## src/rtl/stk_seq_pkg.sv

```systemverilog
package stk_seq_pkg;

   typedef enum logic [1:0] {
      OP_PUSH     = 2'd0,
      OP_POP      = 2'd1,
      OP_PUSH_ALL = 2'd2,
      OP_POP_ALL  = 2'd3
   } stk_op_e;

   localparam int unsigned NUM_GPR = 8;
   localparam int unsigned SLOT_W  = $clog2(NUM_GPR);
   localparam logic [SLOT_W-1:0] SP_IDX = SLOT_W'(4);

endpackage

```

## src/rtl/stk_seq_ctrl.sv

```systemverilog
module stk_seq_ctrl
   import stk_seq_pkg::*;
(
   input  logic              clk,
   input  logic              rst_n,
   input  logic              cmd_valid,
   input  logic [1:0]        cmd_op,
   input  logic [SLOT_W-1:0] cmd_reg,
   input  logic              cmd_half,
   input  logic              beat,
   output logic              start,
   output logic              busy,
   output logic              done,
   output logic              last,
   output stk_op_e           op_q,
   output logic [SLOT_W-1:0] reg_q,
   output logic              half_q,
   output logic [SLOT_W-1:0] slot
);

   localparam logic [SLOT_W-1:0] LAST_SLOT = SLOT_W'(NUM_GPR - 1);

   logic multi;

   assign start = cmd_valid & ~busy;
   assign multi = (op_q == OP_PUSH_ALL) || (op_q == OP_POP_ALL);
   assign last  = multi ? (slot == LAST_SLOT) : 1'b1;

   always_ff @(posedge clk) begin
      if (!rst_n) begin
         busy   <= 1'b0;
         done   <= 1'b0;
         op_q   <= OP_PUSH;
         reg_q  <= '0;
         half_q <= 1'b0;
         slot   <= '0;
      end else begin
         done <= 1'b0;
         if (start) begin
            busy   <= 1'b1;
            op_q   <= stk_op_e'(cmd_op);
            reg_q  <= cmd_reg;
            half_q <= cmd_half;
            slot   <= '0;
         end else if (beat) begin
            if (last) begin
               busy <= 1'b0;
               done <= 1'b1;
            end else begin
               slot <= slot + SLOT_W'(1);
            end
         end
      end
   end


   cmd_ignored_chk: assert property (@(posedge clk) disable iff (!rst_n)
      busy && !(beat && last) |=> busy && $stable(op_q) && $stable(reg_q) && $stable(half_q));


   done_pulse_chk: assert property (@(posedge clk) disable iff (!rst_n)
      done |=> !done);


   finish_chk: assert property (@(posedge clk) disable iff (!rst_n)
      busy && beat && last |=> done && !busy);

endmodule

```

## src/rtl/stk_seq_order.sv

```systemverilog
module stk_seq_order
   import stk_seq_pkg::*;
(
   input  stk_op_e           op,
   input  logic [SLOT_W-1:0] reg_sel,
   input  logic [SLOT_W-1:0] slot,
   output logic [SLOT_W-1:0] idx,
   output logic              sp_slot
);

   localparam logic [SLOT_W-1:0] TOP_IDX = SLOT_W'(NUM_GPR - 1);

   always_comb begin
      unique case (op)
         OP_PUSH_ALL: idx = slot;
         OP_POP_ALL:  idx = TOP_IDX - slot;
         default:     idx = reg_sel;
      endcase
   end

   assign sp_slot = (idx == SP_IDX);

endmodule

```

## src/rtl/stk_seq_sp.sv

```systemverilog
module stk_seq_sp #(
   parameter int unsigned       DATA_W   = 32,
   parameter int unsigned       ADDR_W   = 32,
   parameter logic [ADDR_W-1:0] SP_RESET = '0
) (
   input  logic              clk,
   input  logic              rst_n,
   input  logic              start,
   input  logic              half,
   input  logic              beat,
   input  logic              is_push,
   input  logic              sp_load,
   input  logic [DATA_W-1:0] load_val,
   output logic [ADDR_W-1:0] sp,
   output logic [ADDR_W-1:0] snap,
   output logic [ADDR_W-1:0] step,
   output logic [ADDR_W-1:0] addr,
   output logic [DATA_W-1:0] snap_word
);

   localparam int unsigned FULL_STEP = DATA_W / 8;
   localparam int unsigned HALF_STEP = DATA_W / 16;

   logic [ADDR_W-1:0] load_ptr;

   if ((DATA_W < 16) || (DATA_W % 16 != 0)) begin : g_bad_data_w
      $error("stk_seq_sp: DATA_W must be a positive multiple of 16");
   end
   if (ADDR_W < 4) begin : g_bad_addr_w
      $error("stk_seq_sp: ADDR_W must be at least 4");
   end

   if (ADDR_W == DATA_W) begin : g_ptr_same
      assign snap_word = snap;
      assign load_ptr  = load_val;
   end else if (ADDR_W > DATA_W) begin : g_ptr_wide
      assign snap_word = snap[DATA_W-1:0];
      assign load_ptr  = {{(ADDR_W-DATA_W){1'b0}}, load_val};
   end else begin : g_ptr_narrow
      assign snap_word = {{(DATA_W-ADDR_W){1'b0}}, snap};
      assign load_ptr  = load_val[ADDR_W-1:0];
   end

   assign step = half ? ADDR_W'(HALF_STEP) : ADDR_W'(FULL_STEP);
   assign addr = is_push ? (sp - step) : sp;

   always_ff @(posedge clk) begin
      if (!rst_n) begin
         sp   <= SP_RESET;
         snap <= SP_RESET;
      end else begin
         if (start) begin
            snap <= sp;
         end
         if (beat) begin
            if (sp_load) begin
               sp <= load_ptr;
            end else if (is_push) begin
               sp <= sp - step;
            end else begin
               sp <= sp + step;
            end
         end
      end
   end

endmodule

```

## src/rtl/stk_seq.sv

```systemverilog
module stk_seq
   import stk_seq_pkg::*;
#(
   parameter int unsigned       DATA_W   = 32,
   parameter int unsigned       ADDR_W   = 32,
   parameter logic [ADDR_W-1:0] SP_RESET = '0
) (
   input  logic              clk,
   input  logic              rst_n,
   input  logic              cmd_valid,
   input  logic [1:0]        cmd_op,
   input  logic [2:0]        cmd_reg,
   input  logic              cmd_half,
   output logic              busy,
   output logic              done,
   output logic [ADDR_W-1:0] stack_ptr,
   output logic [2:0]        rf_idx,
   input  logic [DATA_W-1:0] rf_rdata,
   output logic              rf_we,
   output logic              rf_half,
   output logic [DATA_W-1:0] rf_wdata,
   output logic              mem_req,
   output logic              mem_we,
   output logic              mem_half,
   output logic [ADDR_W-1:0] mem_addr,
   output logic [DATA_W-1:0] mem_wdata,
   input  logic [DATA_W-1:0] mem_rdata,
   input  logic              mem_ready
);

   localparam int unsigned HALF_W = DATA_W / 2;

   stk_op_e           op_q;
   logic [SLOT_W-1:0] reg_q;
   logic [SLOT_W-1:0] slot;
   logic              half_q;
   logic              start;
   logic              last;
   logic              beat;
   logic              is_push;
   logic              sp_slot;
   logic              sp_load;
   logic [ADDR_W-1:0] snap;
   logic [ADDR_W-1:0] step;
   logic [DATA_W-1:0] snap_word;
   logic [DATA_W-1:0] push_src;
   logic [DATA_W-1:0] pop_val;

   assign beat    = busy & mem_ready;
   assign is_push = (op_q == OP_PUSH) || (op_q == OP_PUSH_ALL);

   stk_seq_ctrl u_ctrl (
      .clk       (clk),
      .rst_n     (rst_n),
      .cmd_valid (cmd_valid),
      .cmd_op    (cmd_op),
      .cmd_reg   (cmd_reg),
      .cmd_half  (cmd_half),
      .beat      (beat),
      .start     (start),
      .busy      (busy),
      .done      (done),
      .last      (last),
      .op_q      (op_q),
      .reg_q     (reg_q),
      .half_q    (half_q),
      .slot      (slot)
   );

   stk_seq_order u_order (
      .op      (op_q),
      .reg_sel (reg_q),
      .slot    (slot),
      .idx     (rf_idx),
      .sp_slot (sp_slot)
   );

   assign sp_load = beat && (op_q == OP_POP) && sp_slot;

   stk_seq_sp #(
      .DATA_W   (DATA_W),
      .ADDR_W   (ADDR_W),
      .SP_RESET (SP_RESET)
   ) u_sp (
      .clk       (clk),
      .rst_n     (rst_n),
      .start     (start),
      .half      (half_q),
      .beat      (beat),
      .is_push   (is_push),
      .sp_load   (sp_load),
      .load_val  (pop_val),
      .sp        (stack_ptr),
      .snap      (snap),
      .step      (step),
      .addr      (mem_addr),
      .snap_word (snap_word)
   );

   // push data: the captured pointer replaces the register-file value at index 4
   assign push_src  = sp_slot ? snap_word : rf_rdata;
   assign mem_wdata = half_q ? {{HALF_W{1'b0}}, push_src[HALF_W-1:0]} : push_src;
   assign pop_val   = half_q ? {{HALF_W{1'b0}}, mem_rdata[HALF_W-1:0]} : mem_rdata;

   assign mem_req  = busy;
   assign mem_we   = busy & is_push;
   assign mem_half = half_q;

   assign rf_we    = beat && !is_push && !sp_slot;
   assign rf_half  = half_q;
   assign rf_wdata = pop_val;


   push_all_sp_chk: assert property (@(posedge clk) disable iff (!rst_n)
      done && (op_q == OP_PUSH_ALL) |-> stack_ptr == snap - (step << 3));


   pop_all_sp_chk: assert property (@(posedge clk) disable iff (!rst_n)
      done && (op_q == OP_POP_ALL) |-> stack_ptr == snap + (step << 3));


   no_sp_write_chk: assert property (@(posedge clk) disable iff (!rst_n)
      rf_we |-> rf_idx != SP_IDX);


   stall_hold_chk: assert property (@(posedge clk) disable iff (!rst_n)
      busy && !mem_ready |=> busy && $stable(stack_ptr) && $stable(mem_addr));

endmodule

```

## config.mk

```make
export PLATFORM = sky130hd
export DESIGN_NAME = stk_seq
export DESIGN_NICKNAME = d
export VERILOG_FILES = /design/src/rtl/stk_seq_pkg.sv /design/src/rtl/stk_seq_ctrl.sv /design/src/rtl/stk_seq_order.sv /design/src/rtl/stk_seq_sp.sv /design/src/rtl/stk_seq.sv
export SDC_FILE = /design/constraint.sdc
export NUM_CORES = 1
export LEC_CHECK = 0
export BUFFER_PORTS_ARGS = -buffer_cell sky130_fd_sc_hd__buf_2
export CAP_MARGIN = 40
export CORE_ASPECT_RATIO = 1.4
export CORE_UTILIZATION = 45
export CTS_CLUSTER_SIZE = 28
export DETAILED_ROUTE_END_ITERATION = 8
export GPL_TIMING_DRIVEN = 0
export PLACE_DENSITY = 0.78
export REMOVE_ABC_BUFFERS = 1
export SETUP_SLACK_MARGIN = 0.1
export SYNTH_ARGS = -nofsm -noshare
export SYNTH_HDL_FRONTEND = slang
export SYNTH_SLANG_ARGS = --single-unit
```

## constraint.sdc

```tcl
create_clock -name clk -period 3.6 [get_ports clk]
set_input_delay 0.54 -clock clk [delete_from_list [all_inputs] [get_ports clk]]
set_output_delay 0.54 -clock clk [all_outputs]
set_load 0.03 [all_outputs]
```

==> metrics.md <==
| Metric | Value |
|---|---|
| Crit path required time | 3060 ps |
| Ys flop type | dfxtp_1 |
| Gr usage total | 0.2665 |
| Commonest cells after routing, fill and taps aside | 210 x buf_2, 140 x nand2_1, 74 x dfxtp_1 |
| Clock transition at the registers of the reported paths | 60 ps |
| Nets | 976 |
| Buf+Inv Stages, Crit Path | 2 |
| Slew Limit Fails | 0 |
| Setup Viol. Count Final | 0 |
| Slowest CP cell | or4_4 |
| CTS Buf Count | 9 |
| Die area | 0.01252 mm^2 |
| Worst-path cell chain | inv_1 -> ha_1 -> o21bai_1 -> or4_4 -> or4_4 -> nor3_2 -> xor2_1 -> buf_4 |
| Outcome | complete, no violations |
| Yosys top cell by area | dfxtp_1 |
| WL final | 16890 um |
| Mapped Area | 0.005433 mm^2 |
| Maximum fanout along the worst path | 10 |
| Max Cap Violations | 0 |
| CP Capture Type | output pin |
| Max Root-Sink Buffers | 2 |
| Synth top area cells | dfxtp_1 28%, nand2_1 9.7%, a21oi_1 5.4%, mux2_2 5.2%, clkbuf_1 4.4% |
| Area share of the largest cell type after synthesis | 0.2764 |
| Pleak | 0.002965 uW |
| RSZ-0062 raised after global routing | true |
| I/O Pins | 212 |
| F_max | 287.4 MHz |
| Initial core utilization | 0.4596 |
| Worst vdd ir | 421.5 uV |
| WL/cell | 16.15 um |
| Vias in the first global route | 5331 |
| Hpwl dp | 12330 um |
| Global-route wire length before repair | 26650 um |
| P per Cell Area | 659.6 mW/mm^2 |
| Root buf cell | clkbuf_16 |
| Synth async-reset ratio | 0 |
| First-pass detailed-route iteration total | 5 |
| Worst-skew pair later-pin latency | 330 ps |
| Initial antenna violation count | 0 |
| Finished Layout Cells | 1046 |
| Yosys warns | 0 |
| Final Hold Fails | 0 |
| Slew HR | 0.4231 |
| Final WS setup | 120.4 ps |
| Cells after Synth | 753 |
| Crit-path most repeated cell | or4_4 |
| Finished layout cell area | 0.006905 mm^2 |
| CP Data Arrival Time | 2940 ps |
| Worst Hold Class | input pin to flip-flop |
| DIE WIDTH | 94.86 um |
| Final Critical Period | 3480 ps |
| DR vias | 5981 |
| Clock Sinks | 75 |
| CTS tree | built |
| Worst Tran Pin Value | 863.2 ps |
| WP depth | 8 |
| Die Y | 132.0 um |
| Crit path launch type | flip-flop |
| Placed Instances | 1025 |
| Ant diodes | 0 |
| Dpl cell area | 0.006462 mm^2 |
| Num rows | 47 |
| Cell depth of the worst flop-to-flop path | 7 |
| Port Buffers | 211 |
| Initial DRC count | 462 |
| Flop-to-flop setup slack | 790 ps |
| Gr ovfl total | 0 |
| Slowest stage delay, CP | 600 ps |
| Area grow syn2layout | 27.11% |
| Via density | 5.718 |
| Gpl congestion | 0.8855 |
| Final cycle utilization of the critical path | 0.9665 |
| DP Worst Slack | -197.0 ps |
| Synthesized area per cell | 7.215 um^2 |
| Largest net degree at the start of global routing | 49 |
| Sequential share of the synthesized area | 0.2764 |
| Area of the core | 0.01182 mm^2 |
| Synth cell types | 58 |
| Most common cell after layout, fill and taps aside | buf_2 |
| # DRC | 0 |
| Layout cells sized above 1 | 0.3226 |
| CP delay by family, top | simple AND/OR/NAND/NOR gates |
| Hold buffers post-CTS | 0 |
| #FFs+latches synth | 75 |
| Final ANT Viol Nets | 0 |
| Number of flops mapped to enable cells by yosys | 0 |
| H-tree depth | 3 |
| Hold Path Depth | 3 |
| Kind of critical path | flip-flop to output pin |
| Worst Skew | 5.020 ps |
==> worst min-delay path, stage by stage <==
cell     delay [ps]
buf_2           100
nand2_1          40
a21oi_1          50
==> layout make-up <==
class                   instances  area [um^2]
fillers                      1127         4915
multi-input cells             579         3562
flip-flops and latches         75         1505
repair buffers                224         1292
clock buffers                  11        242.7
well taps                     147        183.9
clock inverters                 5        100.1
inverters                       5        18.77
==> Yosys cell counts (all sizes together), types with 11 or more instances <==
library cell / n
xnor2: 13
or3: 13
xor2: 20
nor2b: 20
nand3: 26
nor4: 18
and3: 11
nor2: 55
o21ai: 17
a21oi: 59
nor3: 21
mux2i: 20
clkbuf: 64
buf: 30
mux2: 25
nand4: 11
a31oi: 18
nand2: 141
dfxtp: 75
==> kinds of logic (layout without fill, tap and decap cells) <==
group,Yosys count,in the layout,share of synthesized area
buffers and inverters,99,245,0.08291
muxes,45,45,0.08867
adders and majority gates,8,8,0.02119
AOI/OAI and AO/OA,147,147,0.1693
and+or+nand+nor,346,346,0.3084
xor gates and xnor gates,33,33,0.05320
DFF,75,75,0.2764
==> layer usage <==
layer	vias to the layer above	wire, um	track usage
met5	-	0	0
met4	0	616	0.1229
met3	45	810	0.03633
met2	230	8625	0.4624
met1	2787	6841	0.3180
li1	2919	-	-
==> registers in the layout, indices dropped and copies added (netlist names) <==
name	flops
u_sp.sp	32
u_ctrl.done	1
u_ctrl.op_q	2
u_ctrl.reg_q	3
u_ctrl.slot	3
u_sp.snap	32
u_ctrl.half_q	1
u_ctrl.busy	1
==> worst paths after layout <==
kind,endpoint,startpoint
worst max-delay path,mem_addr[12],u_ctrl.half_q
worst min-delay path,u_ctrl.reg_q[1],cmd_reg[1]
worst max register to register,u_sp.sp[18],u_ctrl.op_q[1]
worst min register to register,u_sp.snap[0],u_sp.snap[0]
==> metrics by stage <==
stage               hold WS, ps    util  TNS (ps)  total power [uW]
detailed placement        448.4  0.5467    -197.0              3445
finish                    439.8  0.5842         0              4555
CTS                       437.8  0.5783         0              4518
global placement          438.5  0.5280    -79120              3394
floorplan                 432.9       -    -35610              2740
global route              446.7  0.5842         0              4792
==> timing repair <==
item,4_1_cts,5_1_grt
resized for setup,7,8
pin swaps,0,1
cloned,0,0
endpoints found under the setup margin,24,10
hold endpoints to repair,0,0
buffers inserted,0,5
==> report_power, final <==
part | internal [uW] | switching [uW] | leakage, uW
clock network | 694 | 356 | 0.000169
logic | 793 | 1560 | 0.00219
registers | 924 | 228 | 0.000609
total | 2410 | 2140 | 0.00296
(Power assumes the default switching activity.)
